--- src/rtl/acol_pkg.sv ---
package acol_pkg;

  typedef logic [1:0] quarter_t;

  localparam quarter_t Q_PHI1 = 2'd0;
  localparam quarter_t Q_GAP1 = 2'd1;
  localparam quarter_t Q_PHI2 = 2'd2;
  localparam quarter_t Q_GAP2 = 2'd3;

  function automatic quarter_t quarter_step(input quarter_t q, input logic tick);
    return tick ? quarter_t'(q + 2'd1) : q;
  endfunction

  function automatic logic phi1_level(input quarter_t q);
    return q == Q_PHI1;
  endfunction

  function automatic logic phi2_level(input quarter_t q);
    return q == Q_PHI2;
  endfunction

  // PHI1 will rise on this edge
  function automatic logic phi1_rise_due(input quarter_t q, input logic tick);
    return tick && (q == Q_GAP2);
  endfunction

  // PHI2 will rise on this edge
  function automatic logic phi2_rise_due(input quarter_t q, input logic tick);
    return tick && (q == Q_GAP1);
  endfunction

endpackage

--- src/rtl/acol_phase_gen.sv ---
module acol_phase_gen
  import acol_pkg::*;
#(
  parameter int unsigned NCOL = 2
) (
  input  logic            clk,
  input  logic            rst_n,
  input  logic            src_tick,
  output logic [NCOL-1:0] phi1,
  output logic [NCOL-1:0] phi2,
  output logic            phi1_rise_evt,
  output logic            phi2_rise_evt
);

  quarter_t quarter_q;

  always_ff @(posedge clk or negedge rst_n) begin
    if (!rst_n) quarter_q <= Q_PHI1;
    else        quarter_q <= quarter_step(quarter_q, src_tick);
  end

  assign phi1_rise_evt = phi1_rise_due(quarter_q, src_tick);
  assign phi2_rise_evt = phi2_rise_due(quarter_q, src_tick);

  for (genvar c = 0; c < NCOL; c++) begin : g_col
    assign phi1[c] = phi1_level(quarter_q);
    assign phi2[c] = phi2_level(quarter_q);
  end

endmodule

--- src/rtl/acol_cfg_regs.sv ---
module acol_cfg_regs #(
  parameter int unsigned AW = 8,
  parameter int unsigned DW = 8,
  parameter int unsigned NCOL = 2,
  parameter logic [AW-1:0] CTRL_ADDR = 8'h64,
  parameter logic [AW-1:0] BYP_ADDR  = 8'h66,
  parameter int unsigned BYP_LSB = 4
) (
  input  logic            clk,
  input  logic            rst_n,
  input  logic            wr_en,
  input  logic [AW-1:0]   addr,
  input  logic [DW-1:0]   wdata,
  output logic            sync_en,
  output logic [NCOL-1:0] byp,
  output logic [DW-1:0]   rdata
);

  logic unused_wdata;
  assign unused_wdata = ^wdata;

  always_ff @(posedge clk or negedge rst_n) begin
    if (!rst_n) begin
      sync_en <= 1'b0;
      byp     <= '0;
    end else if (wr_en) begin
      if (addr == CTRL_ADDR) sync_en <= wdata[0];
      if (addr == BYP_ADDR)  byp     <= wdata[BYP_LSB +: NCOL];
    end
  end

  always_comb begin
    rdata = '0;
    if (addr == CTRL_ADDR)     rdata[0] = sync_en;
    else if (addr == BYP_ADDR) rdata[BYP_LSB +: NCOL] = byp;
  end

endmodule

--- src/rtl/acol_wr_stall.sv ---
module acol_wr_stall #(
  parameter int unsigned AW = 8,
  parameter int unsigned DW = 8,
  parameter int unsigned CW = 1,
  parameter int unsigned COL_LSB = 2
) (
  input  logic          clk,
  input  logic          rst_n,
  input  logic          cpu_wr,
  input  logic [AW-1:0] cpu_addr,
  input  logic [DW-1:0] cpu_wdata,
  input  logic          sync_en,
  input  logic          phi1_rise_evt,
  output logic          cpu_clk_en,
  output logic          wr_accept,
  output logic          sc_wr_stb,
  output logic [AW-1:0] sc_addr,
  output logic [DW-1:0] sc_wdata,
  output logic [CW-1:0] sc_col
);

  logic pending_q;
  logic in_window;

  assign in_window  = cpu_addr[AW-1];
  assign cpu_clk_en = !pending_q;
  assign wr_accept  = cpu_wr && cpu_clk_en;

  always_ff @(posedge clk or negedge rst_n) begin
    if (!rst_n) begin
      pending_q <= 1'b0;
      sc_wr_stb <= 1'b0;
      sc_addr   <= '0;
      sc_wdata  <= '0;
      sc_col    <= '0;
    end else begin
      sc_wr_stb <= 1'b0;
      if (pending_q) begin
        if (sc_wr_stb)          pending_q <= 1'b0;
        else if (phi1_rise_evt) sc_wr_stb <= 1'b1;
      end else if (wr_accept && in_window) begin
        sc_addr  <= cpu_addr;
        sc_wdata <= cpu_wdata;
        sc_col   <= cpu_addr[COL_LSB +: CW];
        if (sync_en) pending_q <= 1'b1;
        else         sc_wr_stb <= 1'b1;
      end
    end
  end

endmodule

--- src/rtl/acol_cmp_sync.sv ---
module acol_cmp_sync #(
  parameter int unsigned NCOL = 2
) (
  input  logic            clk,
  input  logic            rst_n,
  input  logic            cap_evt,
  input  logic [NCOL-1:0] byp,
  input  logic [NCOL-1:0] cmp_in,
  output logic [NCOL-1:0] cmp_out
);

  for (genvar c = 0; c < NCOL; c++) begin : g_col
    logic cap_q;
    always_ff @(posedge clk or negedge rst_n) begin
      if (!rst_n)       cap_q <= 1'b0;
      else if (cap_evt) cap_q <= cmp_in[c];
    end
    assign cmp_out[c] = byp[c] ? cmp_in[c] : cap_q;
  end

endmodule

--- src/rtl/acol_phase_sync.sv ---
module acol_phase_sync #(
  parameter int unsigned NCOL = 2,
  parameter int unsigned AW = 8,
  parameter int unsigned DW = 8,
  parameter logic [AW-1:0] CTRL_ADDR = 8'h64,
  parameter logic [AW-1:0] BYP_ADDR  = 8'h66,
  parameter int unsigned BYP_LSB = 4,
  parameter int unsigned COL_LSB = 2
) (
  input  logic                     clk,
  input  logic                     rst_n,
  input  logic                     src_tick,
  input  logic                     cpu_wr,
  input  logic [AW-1:0]            cpu_addr,
  input  logic [DW-1:0]            cpu_wdata,
  output logic [DW-1:0]            cpu_rdata,
  output logic                     cpu_clk_en,
  output logic [NCOL-1:0]          phi1,
  output logic [NCOL-1:0]          phi2,
  output logic                     sc_wr_stb,
  output logic [AW-1:0]            sc_addr,
  output logic [DW-1:0]            sc_wdata,
  output logic [$clog2(NCOL)-1:0]  sc_col,
  input  logic [NCOL-1:0]          cmp_in,
  output logic [NCOL-1:0]          cmp_out
);

  localparam int unsigned CW = $clog2(NCOL);

  // named internal events, observed by the checker
  logic            phi1_rise_evt;
  logic            phi2_rise_evt;
  logic            wr_accept;
  logic            sync_en;
  logic [NCOL-1:0] byp_q;

  acol_phase_gen #(.NCOL(NCOL)) u_phase (
    .clk           (clk),
    .rst_n         (rst_n),
    .src_tick      (src_tick),
    .phi1          (phi1),
    .phi2          (phi2),
    .phi1_rise_evt (phi1_rise_evt),
    .phi2_rise_evt (phi2_rise_evt)
  );

  acol_wr_stall #(.AW(AW), .DW(DW), .CW(CW), .COL_LSB(COL_LSB)) u_stall (
    .clk           (clk),
    .rst_n         (rst_n),
    .cpu_wr        (cpu_wr),
    .cpu_addr      (cpu_addr),
    .cpu_wdata     (cpu_wdata),
    .sync_en       (sync_en),
    .phi1_rise_evt (phi1_rise_evt),
    .cpu_clk_en    (cpu_clk_en),
    .wr_accept     (wr_accept),
    .sc_wr_stb     (sc_wr_stb),
    .sc_addr       (sc_addr),
    .sc_wdata      (sc_wdata),
    .sc_col        (sc_col)
  );

  acol_cfg_regs #(
    .AW(AW), .DW(DW), .NCOL(NCOL),
    .CTRL_ADDR(CTRL_ADDR), .BYP_ADDR(BYP_ADDR), .BYP_LSB(BYP_LSB)
  ) u_cfg (
    .clk     (clk),
    .rst_n   (rst_n),
    .wr_en   (wr_accept),
    .addr    (cpu_addr),
    .wdata   (cpu_wdata),
    .sync_en (sync_en),
    .byp     (byp_q),
    .rdata   (cpu_rdata)
  );

  acol_cmp_sync #(.NCOL(NCOL)) u_cmp (
    .clk     (clk),
    .rst_n   (rst_n),
    .cap_evt (phi2_rise_evt),
    .byp     (byp_q),
    .cmp_in  (cmp_in),
    .cmp_out (cmp_out)
  );

endmodule

--- config.mk ---
export PLATFORM = sky130hd
export DESIGN_NAME = acol_phase_sync
export DESIGN_NICKNAME = d
export VERILOG_FILES = /design/src/rtl/acol_pkg.sv /design/src/rtl/acol_phase_gen.sv /design/src/rtl/acol_cfg_regs.sv /design/src/rtl/acol_wr_stall.sv /design/src/rtl/acol_cmp_sync.sv /design/src/rtl/acol_phase_sync.sv
export SDC_FILE = /design/constraint.sdc
export NUM_CORES = 1
export LEC_CHECK = 0
export ABC_AREA = 1
export BUFFER_PORTS_ARGS = -buffer_cell sky130_fd_sc_hd__buf_2
export CAP_MARGIN = 5
export CELL_PAD_IN_SITES_DETAIL_PLACEMENT = 0
export CELL_PAD_IN_SITES_GLOBAL_PLACEMENT = 1
export CORE_MARGIN = 2
export CORE_UTILIZATION = 34
export CTS_CLUSTER_DIAMETER = 50
export DETAILED_ROUTE_END_ITERATION = 16
export GPL_TIMING_DRIVEN = 0
export PLACE_DENSITY_LB_ADDON = 0.1
export SLEW_MARGIN = 20
export SYNTH_ARGS = -nofsm -noshare
export SYNTH_HDL_FRONTEND = slang
export SYNTH_HIERARCHICAL = 1
export SYNTH_SLANG_ARGS = --single-unit
export TNS_END_PERCENT = 5
--- constraint.sdc ---
create_clock -name clk -period 1.4 [get_ports clk]
set_clock_uncertainty 0.15 [all_clocks]
set_input_delay 0.28 -clock clk [delete_from_list [all_inputs] [get_ports clk]]
set_output_delay 0.28 -clock clk [all_outputs]
set_load 0.005 [all_outputs]
Word-level counts from Yosys, hierarchy flattened
Index checks and enable logic that the tools add are counted.

Word-level logic and storage cells: 40. Input bits: 22. Bits in registers: 26.

Bitwise logic cells: 1. Reductions and logical operators: 9. Equality and inequality tests: 5. Mux-type cells: 14. Add/sub/neg operators: 1.

Operators with widths (number): 8-bit by 7-bit equality test with 1-bit output, second input constant (2); 1-bit two-way mux (12); 2-bit AND reduction (3); 2-bit equality test, second input constant (2); 1-bit logical AND (4); 2-bit two-way mux (2); 2-bit by 1-bit adder with 2-bit output, second input constant (1); 2-bit by 1-bit equality test with 1-bit output, second input constant (1); 2-bit logical NOT (1); 1-bit logical NOT (1); 1-bit inverter (1).

Logic depth before layout (Yosys ltp)
Word-level depth: 5. Gate-level depth with buffers: 7.

Modules after synthesis
The synthesis kept the hierarchy.

Modules (own cells, without submodules): acol_wr_stall (instances 1, area an instance 814.5 um2, cells an instance 84, seq. area each 450.4 um2); acol_cfg_regs (instances 1, area an instance 289.0 um2, cells an instance 40, seq. area each 75.1 um2); acol_phase_gen (instances 1, area an instance 163.9 um2, cells an instance 21, seq. area each 50.0 um2); acol_cmp_sync (instances 1, area an instance 106.4 um2, cells an instance 17, seq. area each 50.0 um2).

Least setup slack after synthesis
Ideal clock, no wire load.

Kind: input to register. Start: input port cpu_wr. End: register u_cfg.sync_en. Buffers on the path: 2. Library setup time: 117 ps. Arrival time: 1074 ps. Setup slack: 59 ps. Cell stages on the path: 7. Path through: buf_4 -> buf_2 -> inv_1 -> nor2_1 -> nand3_1 -> nand2_1 -> nand2_1.

Word-level cells in the longest chain between the ends: 2.

Ends and longest elaborated chain: start, declared (RTL line acol_phase_sync.sv:13) `input logic cpu_wr,`; 1-bit logical AND (RTL line acol_wr_stall.sv:27) `assign wr_accept = cpu_wr && cpu_clk_en;`; via wr_accept (RTL line acol_phase_sync.sv:33) `logic wr_accept;`; 2-bit AND reduction (no line); end signal, assigned (RTL line acol_cfg_regs.sv:27) `if (addr == CTRL_ADDR) sync_en <= wdata[0];`; end, declared (RTL line acol_cfg_regs.sv:14) `output logic sync_en,`.

The timed path passes the listed nets, and every way through them passes these cells. A chain may end at the register's enable or synchronous reset.

Final worst setup path
Start: register u_phase.quarter_q[1]. End: output port phi1[1].

Word-level cells in the longest chain between the ends: 1.

Ends and longest elaborated chain: start, declared (RTL line acol_phase_gen.sv:15) `quarter_t quarter_q;`; start signal, assigned (RTL line acol_phase_gen.sv:19) `else quarter_q <= quarter_step(quarter_q, src_tick);`; 2-bit logical NOT (RTL line acol_pkg.sv:15) `return q == Q_PHI1;`; end, declared (RTL line acol_phase_sync.sv:18) `output logic [NCOL-1:0] phi1,`.

Every way passes these cells.

==> qor.txt <==
WORST SETUP PATH
-------------------------------------------------------------------------------------------------
Critical Path Max Stage Delay                                                             0.43 ns
Critical path arrival                                                                     1.13 ns
CP max stage cell                                                                    sky130_fd_sc_hd__dfrtp_1
Maximum fanout along the worst path                                                             3
Most frequent cell on the critical path                                              sky130_fd_sc_hd__buf_6
Beginning of the worst register-to-register path                                     u_phase/quarter_q[1]$_DFFE_PN0P_
Count of buffering cells on the critical path with inverters included                           3
Critical path origin                                                                 u_phase/quarter_q[1]$_DFFE_PN0P_
Cell family with most CP delay                                                         flip-flops
Cells along the critical path                                                        inv_2 -> ha_4 -> buf_6 -> buf_6
WP data required                                                                          0.97 ns
Endpoint type of the worst setup path                                                 output port
Worst setup path category                                                                 reg2out
Nature of the critical path startpoint                                                   register

POWER
-------------------------------------------------------------------------------------------------
Design internal power                                                                     1.43 mW
Comb pwr share                                                                              34.9%
Sequential Power Share                                                                      44.5%
Leakage power total                                                                       1.07 nW
Final total power                                                                         2.07 mW
Cell area power density                                                               1100 mW/mm2
Clock share of power                                                                        20.6%
Net switching share of the total power                                                      30.9%
Switching power summed over all nets                                                     0.640 mW
Largest voltage drop on the vdd net                                                        512 uV

TIMING
-------------------------------------------------------------------------------------------------
Max-Slew Margin vs Limit                                                                    61.0%
Number of failing setup endpoints in the final timing report                                    8
Hold Vio Cnt, Final                                                                             0
Final Critical Period                                                                     1.56 ns
Worst Setup Slack, final                                                                -0.158 ns
Final worst-path cycle share                                                                 111%
Max Slew Vio Count                                                                              0
Setup repair after global routing missed its margin                                           yes
Maximum achievable frequency                                                              642 MHz
Slew at the pin with the worst max-slew slack                                            0.586 ns

DIE
-------------------------------------------------------------------------------------------------
Total Die Area                                                                        0.00457 mm2
Core Region                                                                           0.00394 mm2
Vert. Die Dim                                                                             67.6 um
Initial Utilization                                                                         34.8%
Die Wd                                                                                    67.6 um
Number of placement rows                                                                       23
Number of ports placed on the die boundary                                                     55

SYNTH
-------------------------------------------------------------------------------------------------
Mapped Area                                                                           0.00137 mm2
Yosys top cell by area                                                               sky130_fd_sc_hd__dfrtp_1
Post-synth top area share                                                                   45.5%
Synthesized instance count                                                                    162
Share of the yosys chip area belonging to registers                                         45.5%
Area contributors post-synth                                                         sky130_fd_sc_hd__dfrtp_1, sky130_fd_sc_hd__nand2_1, sky130_fd_sc_hd__nand4_1
Mean instance size in the synthesized netlist                                            8.48 um2
Number of distinct library cell variants in the gate-level netlist after synthesis             21
Synth Warn #                                                                                    6
Flops & latches, synth                                                                         25

ROUTING
-------------------------------------------------------------------------------------------------
Number of search-and-repair iterations in the first detailed-routing pass                       4
Vias after detailed routing                                                                  1212
Post-DRT Antenna Nets                                                                           0
# DRC                                                                                           0
Wirelength, routed                                                                        3100 um
Routed wire length per instance                                                           11.2 um
Post-DR vias/cell                                                                            4.39
Initial DRC Count                                                                              45

FINISH
-------------------------------------------------------------------------------------------------
Fraction of final layout cells with drive strength greater than 1                           46.9%
Fill cell instance count of the final layout                                                  392
Layout Nets                                                                                   253
Core occupancy in the finished layout                                                       48.0%
Total area of sequential cells                                                            626 um2
Filler-free cell count of the finished design                                                 276
Multi-input logic area                                                                    631 um2
Area overhead of the layout relative to synthesis                                           37.7%
Antenna Diode Count                                                                             0
Area of all placed cells without fillers                                              0.00189 mm2

OUTCOME
-------------------------------------------------------------------------------------------------
Failing checks                                                                       negative setup slack
Run status                                                                           finished with violations

CLOCKING
-------------------------------------------------------------------------------------------------
Clock input transition at the sequential cells of the worst setup and hold paths          0.08 ns
Total clock buffers created by CTS                                                              3
Cell chosen for the clock root                                                       sky130_fd_sc_hd__clkbuf_8
Max Root-Sink Buffers                                                                           2
Total number of H-tree levels                                                                   1
Clock latency of the later-clocked register in the worst-skew pair                        0.27 ns
CTS Sinks                                                                                      25
TritonCTS clock tree                                                                         done

GLOBAL ROUTING
-------------------------------------------------------------------------------------------------
Pin count of the biggest net entering global routing                                           26
Wire length of the first global-routing pass                                              5160 um
Vias in the first global route                                                               1133
GR Overflow Total                                                                               0
Global Route Usage Sum                                                                      15.0%
Number of antenna violations at the first check in global routing                               0

RUN
-------------------------------------------------------------------------------------------------
Count of max-cap constraint violations                                                          0

PLACE
-------------------------------------------------------------------------------------------------
Post-DP HPWL                                                                              2270 um
I/O Buffers                                                                                    48
Weighted congestion at the end of routability-driven global placement                       0.722
Standard cell area after detailed placement                                           0.00169 mm2
DP Cell Count                                                                                 264
Post-placement worst setup slack                                                        -0.107 ns

MIN PATH
-------------------------------------------------------------------------------------------------
Hold path startpoint                                                                    cmp_in[1]
Class of the most critical hold timing path                                                in2reg

through the flow:
stage	TNS (ns)	hold slack, ns
finish	-0.586	0.0824
floorplan	0	-0.166
global placement	-0.271	0.161
CTS	-0.498	0.0692
global route	-1.21	0.101
detailed placement	-0.326	0.167
area by class of cell:
type                            count  area share [%]
Multi-Input combinational cell    107            33.3
Sequential cell                    25            33.1
Timing Repair Buffer               57            17.8
Buffer                             13            5.95
Inverter                           20            4.10
Tap cell                           50            3.31
Clock buffer                        3            2.18
Clock inverter                      1           0.265
kinds of logic after synthesis:
group                    share of synthesized area [%]
adder cells (fa/ha/maj)                           3.64
other                                            0.273
AND/OR/NAND/NOR                                   36.7
flip-flops                                        45.5
buffers and inverters                             13.8
placed cells by master (no fill, tap or decap), types with 3 or more instances in the layout:
cell type and instances:
sky130_fd_sc_hd__inv_1 11, sky130_fd_sc_hd__clkbuf_8 3, sky130_fd_sc_hd__nand4_1 20, sky130_fd_sc_hd__ha_4 3, sky130_fd_sc_hd__buf_4 14, sky130_fd_sc_hd__inv_2 8
sky130_fd_sc_hd__nand2_2 13, sky130_fd_sc_hd__nand2_1 52, sky130_fd_sc_hd__buf_2 47, sky130_fd_sc_hd__dfrtp_1 25, sky130_fd_sc_hd__buf_6 7, sky130_fd_sc_hd__conb_1 5
worst paths after layout:
path / endpoint / slack [ns] / cells past startpoint
worst max-delay path: phi1[1] / -0.16 / 4
worst min-delay path: u_cmp/g_col[1].cap_q$_DFFE_PN0P_ / 0.08 / 3
worst max register to register: u_cmp/g_col[0].cap_q$_DFFE_PN0P_ / -0.04 / 9
worst min register to register: u_stall/sc_addr[7]$_DFFE_PN0P_ / 0.31 / 2
max in group asynchronous: u_cfg/byp[1]$_DFFE_PN0P_ / 0.32 / 2
min in group asynchronous: u_stall/sc_addr[2]$_DFFE_PN0P_ / 0.39 / 2
what timing repair did:
| action | CTS | global route |
|---|---|---|
| setup buffers | 7 | 1 |
| hold endpoints to repair | 25 | 0 |
| setup endpoints to repair | 7 | 16 |
| resized for setup | 12 | 12 |
| hold buffers | 1 | 0 |
| pin swaps | 2 | 3 |
worst reg2reg max path, delay by kind of cell (launching register included):
family / cells / cell delay, ns
adder cells (fa/ha/maj): 1 / 0.14
buffers and inverters: 5 / 0.47
AND/OR/NAND/NOR: 3 / 0.15
flip-flops: 1 / 0.43
synth_stat cells:
master / instances
sky130_fd_sc_hd__nor2_1: 3
sky130_fd_sc_hd__inv_2: 3
sky130_fd_sc_hd__nor2_4: 1
sky130_fd_sc_hd__nand3_1: 2
sky130_fd_sc_hd__nand3_2: 1
sky130_fd_sc_hd__buf_2: 2
sky130_fd_sc_hd__buf_12: 1
sky130_fd_sc_hd__buf_4: 11
sky130_fd_sc_hd__conb_1: 1
sky130_fd_sc_hd__inv_4: 1
sky130_fd_sc_hd__and3_1: 1
sky130_fd_sc_hd__nand3_4: 1
sky130_fd_sc_hd__ha_1: 4
sky130_fd_sc_hd__nand2_4: 1
sky130_fd_sc_hd__dfrtp_1: 25
sky130_fd_sc_hd__nand2_1: 55
sky130_fd_sc_hd__inv_1: 16
sky130_fd_sc_hd__nor2_8: 1
sky130_fd_sc_hd__nor2_2: 1
sky130_fd_sc_hd__nand4_1: 20
sky130_fd_sc_hd__nand2_2: 11
power by group through the flow:
stage	Clock [mW]	Combinational, mW	Sequential [mW]
3_3_place_gp	0	0.526	0.929
3_5_place_dp	0	0.543	0.934
6_report	0.427	0.724	0.923
2_1_floorplan	0	0.302	0.933
4_1_cts	0.452	0.679	0.918
5_1_grt	0.482	0.822	0.940
sequential cells by signal, indices dropped and copies added, names as in the netlist:
name,cells
u_cfg/byp,2
u_cfg/sync_en,1
u_cmp/g_col.cap_q,2
u_phase/quarter_q,2
u_stall/pending_q,1
u_stall/sc_addr,8
u_stall/sc_wdata,8
u_stall/sc_wr_stb,1
per-layer routing:
| metal | global-route usage, % | wire length (um) | part of all wire, % | up-vias |
|---|---|---|---|---|
| met1 | 21.0 | 1390 | 45 | 551 |
| met4 | 5.36 | 46 | 1.5 | 0 |
| met3 | 2.33 | 157 | 5.1 | 4 |
| met5 | 0 | 0 | 0 | - |
| met2 | 23.4 | 1500 | 49 | 34 |
| li1 | - | - | - | 623 |
Power figures use the tool's default switching activity.
